`src/rtl/rotclr_pkg.sv`:
```
package rotclr_pkg;

  localparam int XLEN = 64;
  localparam int SHW  = $clog2(XLEN);
  localparam int IW   = 32;
  localparam int RIDX = 5;

  localparam logic [5:0] PRIMARY_OP = 6'd30;
  localparam logic [3:0] EXT_OP     = 4'd9;

  typedef struct packed {
    logic            match;
    logic            rec;
    logic [RIDX-1:0] ra;
    logic [SHW-1:0]  me;
  } rotclr_dec_t;

  typedef struct packed {
    logic lt;
    logic gt;
    logic eq;
    logic so;
  } rotclr_cr_t;

  // Signed compare against zero, summary overflow copied in.
  function automatic rotclr_cr_t cr_of(input logic [XLEN-1:0] v, input logic so);
    rotclr_cr_t c;
    c.lt = v[XLEN-1];
    c.eq = (v == '0);
    c.gt = !v[XLEN-1] && (v != '0);
    c.so = so;
    return c;
  endfunction

  // Reassemble the swapped mask-end field: bit 26 (instr[5]) is the MSB.
  function automatic logic [SHW-1:0] me_of(input logic [IW-1:0] w);
    return {w[5], w[10:6]};
  endfunction

endpackage

```
`src/rtl/rotclr_decode.sv`:
```
module rotclr_decode
  import rotclr_pkg::*;
(
  input  logic [IW-1:0] instr,
  output rotclr_dec_t   dec
);

  logic [5:0] prim_w;
  logic [3:0] ext_w;

  assign prim_w = instr[31:26];
  assign ext_w  = instr[4:1];

  always_comb begin
    dec.match = (prim_w == PRIMARY_OP) && (ext_w == EXT_OP);
    dec.rec   = instr[0];
    dec.ra    = instr[20:16];
    dec.me    = me_of(instr);
  end

endmodule

```
`src/rtl/rotclr_barrel.sv`:
```
module rotclr_barrel #(
  parameter int W  = 64,
  parameter int SW = $clog2(W)
) (
  input  logic [W-1:0]  din,
  input  logic [SW-1:0] amt,
  output logic [W-1:0]  dout
);

  logic [W-1:0] stg [0:SW];

  assign stg[0] = din;

  for (genvar k = 0; k < SW; k++) begin : g_stage
    localparam int S = 1 << k;
    logic [W-1:0] rot_k;
    assign rot_k      = (stg[k] << S) | (stg[k] >> (W - S));
    assign stg[k + 1] = amt[k] ? rot_k : stg[k];
  end

  assign dout = stg[SW];

endmodule

```
`src/rtl/rotclr_mask.sv`:
```
module rotclr_mask #(
  parameter int W  = 64,
  parameter int SW = $clog2(W)
) (
  input  logic [SW-1:0] me,
  output logic [W-1:0]  mask
);

  // Keep the top me+1 bits; a shift by W leaves zero, so me = W-1 gives all ones.
  function automatic logic [W-1:0] keep_top(input logic [SW-1:0] e);
    logic [W-1:0] ones;
    ones = '1;
    return ~(ones >> (int'(e) + 1));
  endfunction

  assign mask = keep_top(me);

endmodule

```
`src/rtl/rotclr_unit.sv`:
```
module rotclr_unit
  import rotclr_pkg::*;
(
  input  logic            clk,
  input  logic            rst_n,
  input  logic            in_valid,
  input  logic [IW-1:0]   instr,
  input  logic [XLEN-1:0] rs_val,
  input  logic [XLEN-1:0] rb_val,
  input  logic            so_in,
  output logic [XLEN-1:0] res_out,
  output logic [RIDX-1:0] dst_idx,
  output logic            wr_en,
  output logic            no_match,
  output logic            cr_we,
  output logic [3:0]      cr_out
);

  rotclr_dec_t     dec;
  logic [SHW-1:0]  amt_w;
  logic [XLEN-1:0] rot_w;
  logic [XLEN-1:0] mask_w;
  logic [XLEN-1:0] res_w;
  logic            take_w;
  logic            bad_w;
  logic            rec_w;
  rotclr_cr_t      cr_w;

  rotclr_decode u_dec (
    .instr (instr),
    .dec   (dec)
  );

  assign amt_w = rb_val[SHW-1:0];

  rotclr_barrel #(.W(XLEN), .SW(SHW)) u_rot (
    .din  (rs_val),
    .amt  (amt_w),
    .dout (rot_w)
  );

  rotclr_mask #(.W(XLEN), .SW(SHW)) u_mask (
    .me   (dec.me),
    .mask (mask_w)
  );

  assign res_w  = rot_w & mask_w;
  assign take_w = in_valid && dec.match;
  assign bad_w  = in_valid && !dec.match;
  assign rec_w  = take_w && dec.rec;
  assign cr_w   = cr_of(res_w, so_in);

  always_ff @(posedge clk or negedge rst_n) begin
    if (!rst_n) begin
      res_out  <= '0;
      dst_idx  <= '0;
      wr_en    <= 1'b0;
      no_match <= 1'b0;
      cr_we    <= 1'b0;
      cr_out   <= '0;
    end else begin
      res_out  <= take_w ? res_w : '0;
      dst_idx  <= take_w ? dec.ra : '0;
      wr_en    <= take_w;
      no_match <= bad_w;
      cr_we    <= rec_w;
      cr_out   <= rec_w ? cr_w : '0;
    end
  end

  AST_ROT_IDENT: assert property (@(posedge clk) disable iff (!rst_n)
    (amt_w == '0) |-> (rot_w == rs_val));
  AST_MASK_WIDTH: assert property (@(posedge clk) disable iff (!rst_n)
    $countones(mask_w) == int'(dec.me) + 1);
  AST_MASK_FULL: assert property (@(posedge clk) disable iff (!rst_n)
    (dec.me == '1) |-> (mask_w == '1));
  AST_RES_MASKED: assert property (@(posedge clk) disable iff (!rst_n)
    wr_en |-> ((res_out & ~$past(mask_w)) == '0));
  AST_WE_EXCL: assert property (@(posedge clk) disable iff (!rst_n)
    !(wr_en && no_match));
  AST_WE_AFTER_VALID: assert property (@(posedge clk) disable iff (!rst_n)
    (wr_en || no_match) |-> $past(in_valid));
  AST_CR_NEEDS_WE: assert property (@(posedge clk) disable iff (!rst_n)
    cr_we |-> wr_en);
  AST_CR_ONE_REL: assert property (@(posedge clk) disable iff (!rst_n)
    cr_we |-> ($countones(cr_out[3:1]) == 1));
  AST_CR_SIGN: assert property (@(posedge clk) disable iff (!rst_n)
    cr_we |-> (cr_out[3] == res_out[XLEN-1] && cr_out[1] == (res_out == '0)));
  AST_SO_COPY: assert property (@(posedge clk) disable iff (!rst_n)
    cr_we |-> (cr_out[0] == $past(so_in)));
  AST_CR_QUIET: assert property (@(posedge clk) disable iff (!rst_n)
    !cr_we |-> (cr_out == '0));
  AST_MISS_QUIET: assert property (@(posedge clk) disable iff (!rst_n)
    no_match |-> (res_out == '0 && dst_idx == '0 && !cr_we));

endmodule

```
`config.mk`:
```
export PLATFORM = sky130hd
export DESIGN_NAME = rotclr_unit
export DESIGN_NICKNAME = d
export VERILOG_FILES = /design/src/rtl/rotclr_pkg.sv /design/src/rtl/rotclr_decode.sv /design/src/rtl/rotclr_barrel.sv /design/src/rtl/rotclr_mask.sv /design/src/rtl/rotclr_unit.sv
export SDC_FILE = /design/constraint.sdc
export NUM_CORES = 1
export LEC_CHECK = 0
export ABC_AREA = 1
export BUFFER_PORTS_ARGS = -buffer_cell sky130_fd_sc_hd__buf_2
export CORE_MARGIN = 3
export CORE_UTILIZATION = 40
export DETAILED_ROUTE_END_ITERATION = 7
export GPL_TIMING_DRIVEN = 0
export PLACE_DENSITY = 0.65
export SLEW_MARGIN = 20
export SYNTH_ARGS = -nofsm -noshare
export SYNTH_HDL_FRONTEND = slang
export SYNTH_SLANG_ARGS = --single-unit
```
`constraint.sdc`:
```
create_clock -name clk -period 0.8 [get_ports clk]
set_input_delay 0.08 -clock clk [delete_from_list [all_inputs] [get_ports clk]]
set_output_delay 0.08 -clock clk [all_outputs]
set_load 0.1 [all_outputs]
```
==> impl_metrics.env <==
export IMPL_drv_slew=0
export IMPL_cp_max_fo=10
export IMPL_use_met1_pct=62.8
export IMPL_dp_hpwl_um=37800
export IMPL_wl_um=57900
export IMPL_synth_top_cell_area_share_pct=45.4
export IMPL_yosysUniqueCellTypes=19
export IMPL_hold_class="input pin to flip-flop"
export IMPL_die_width_um=143
export IMPL_ys_flop_type="dfrtp_1"
export IMPL_relSlewSlack_pct=40.0
export IMPL_worstMarginPinSlew_ns=0.900
export IMPL_fin_crit_sh_pct=251
export IMPL_cts_max_level=3
export IMPL_grt_met3_usage_pct=20.0
export IMPL_grt_max_degree=64
export IMPL_grt_first_pass_wirelength_um=77700
export IMPL_area_growth_pct=96.1
export IMPL_crit_chain="buf_8, buf_12, buf_12, nand2_2, nand3_2, nand3_2, nand3_2, nand3_1, nand3_1, nand3b_1, nand2_1, nor2_1, nand2_1, nor2_2, nand2_2, nor3_2"
export IMPL_routabilityCongestion=1.10
export IMPL_remaining_drc_errors=0
export IMPL_fin_cells=1742
export IMPL_syn_area_um2=7530
export IMPL_crit_buf_inv=3
export IMPL_fin_ws_ns=-1.21
export IMPL_ys_async_sr_fraction_pct=100
export IMPL_p_leak_nw=6.61
export IMPL_cts_sink_count=76
export IMPL_start_util_pct=41.4
export IMPL_vdd_drop_max_v=0.00115
export IMPL_clock_path_buffers=2
export IMPL_synth_area_leaders="nand3_1 (45%), dfrtp_1 (25%), nand2_1 (10%)"
export IMPL_root_buffer="clkbuf_16"
export IMPL_crit_type="input pin to flip-flop"
export IMPL_critPathLaunchType="input pin"
export IMPL_min_period_ns=2.01
export IMPL_track_usage_pct=50.7
export IMPL_synth_edf_count=0
export IMPL_core_area_um2=18200
export IMPL_avgRoutedWirePerCell_um=33.2
export IMPL_ys_seq_elements=76
export IMPL_netlist_top_cells_count="nand3_1 (684), nand2_1 (204), nor2_1 (136)"
export IMPL_critPathMostFrequentCell="nand3_2"
export IMPL_arrival_ns=2.28
export IMPL_max_stage_delay_ns=0.20
export IMPL_maxCapViolCount=0
export IMPL_via_per_inst=7.67
export IMPL_die_h_um=143
export IMPL_setup_violations_final=151
export IMPL_cp_top_family="simple AND/OR/NAND/NOR gates"
export IMPL_synth_most_common_cell="nand3_1"
export IMPL_cts_buffers=9
export IMPL_drtAntennaViolNets=0
export IMPL_gr_total_overflow=0
export IMPL_violations="negative setup slack"
export IMPL_end_kind="flip-flop"
export IMPL_drt_iter0_drc=2603
export IMPL_fin_area_um2=14800
export IMPL_netlist_top_cell_by_area="nand3_1"
export IMPL_holdWs_ns=0.000771
export IMPL_ys_warn_count=0
export IMPL_portBuffers=168
export IMPL_hold_violations=0
export IMPL_placed_area_um2=8860
export IMPL_vias=13363
export IMPL_max_freq_mhz=498
export IMPL_cts_tree="done"
export IMPL_syn_num_nets=1444
export IMPL_cp_required_ns=1.07
export IMPL_drive_gt1_share_pct=63.5
export IMPL_power_mw=18.2
export IMPL_rsz0062_at_grt="yes"
export IMPL_use_met2_pct=76.1
export IMPL_dieArea_um2=20500
export IMPL_fin_util_pct=81.1
export IMPL_dpl_worst_slack_ns=-1.80
export IMPL_clk_pin_slew_ns=0.08
export IMPL_ys_seq_area_share_pct=25.2
export IMPL_syn_inst=1280
export IMPL_status="complete, but fails checks"
export IMPL_grt_busiest_layer="met2"
export IMPL_crit_slowest_cell="nand3b_1"
export IMPL_dp_cells=1678
export IMPL_pin_count=240
export IMPL_grt_pass1_vias=12652
export IMPL_drtPass1Iterations=8
export IMPL_row_count=49
export IMPL_syn_avg_cell_area_um2=5.89
export IMPL_setup_tns_ns=-65.86
export IMPL_antenna_found_initial=4
export IMPL_p_per_area_nw_per_um2=1230
export IMPL_nets=1670
-- layer usage --
metal	share of wire (%)	up-vias
met3	17	599
met4	10	2
met1	32	6286
li1	-	4951
met2	41	1525
met5	0.017	-
-- tightest hold or removal path, stage by stage --
cell and delay (ns):
buf_2 0.10, inv_1 0.08, nor2_2 0.06
-- state kept, by name, indices dropped and copies added, names as in the netlist --
signal	cells
wr_en	1
cr_out	4
dst_idx	5
no_match	1
res_out	64
cr_we	1
-- power by group --
group	internal [mW]	switching [mW]
clock	3.11	1.97
combinational	2.93	6.35
sequential	3.84	0.00138
-- logic make-up (layout without fill, tap and decap cells) --
logic type,Yosys count,count (layout),synth area share (%)
AOI/OAI and AO/OA,22,22,1.49
buffers and inverters,134,365,8.59
other,0,2,0
DFF,76,76,25.2
and+or+nand+nor,1048,1048,64.7
-- final timing paths --
path	startpoint	to	depth (start not counted)
setup / recovery	rb_val[0]	cr_out[1]	16
min in group asynchronous	rst_n	dst_idx[1]	2
hold / removal	instr[0]	cr_we	3
max in group asynchronous	rst_n	res_out[5]	3
-- cell usage in the layout (no fill, tap or decap), drive strengths merged --
cell	instances
inv	44
bufinv	3
nand3	684
o211ai	1
nor2	136
buf	274
a21oi	7
dlygate4sd3	9
nor4	1
nand3b	18
dfrtp	76
nand2	205
nor3	4
clkbuf	34
diode	2
clkinv	1
o21ai	14
-- final cells by class --
class | count | area [µm²]
tap | 229 | 287
clock inverter | 7 | 128
antenna | 2 | 5.00
buffer | 93 | 912
inverter | 41 | 170
clock buffer | 9 | 225
multi-input combinational | 1070 | 9370
timing repair buffer | 215 | 1780
sequential | 76 | 1900
fill | 1078 | 3440
-- timing repair --
item,4_1_cts,5_1_grt
setup buffers,23,11
hold buffers,9,0
gates cloned,3,0
setup endpoints to repair,151,151
pin swaps,112,55
gates resized for setup,889,224
endpoints found under the hold margin,84,0
No activity file was read; power rests on OpenSTA's default activity.
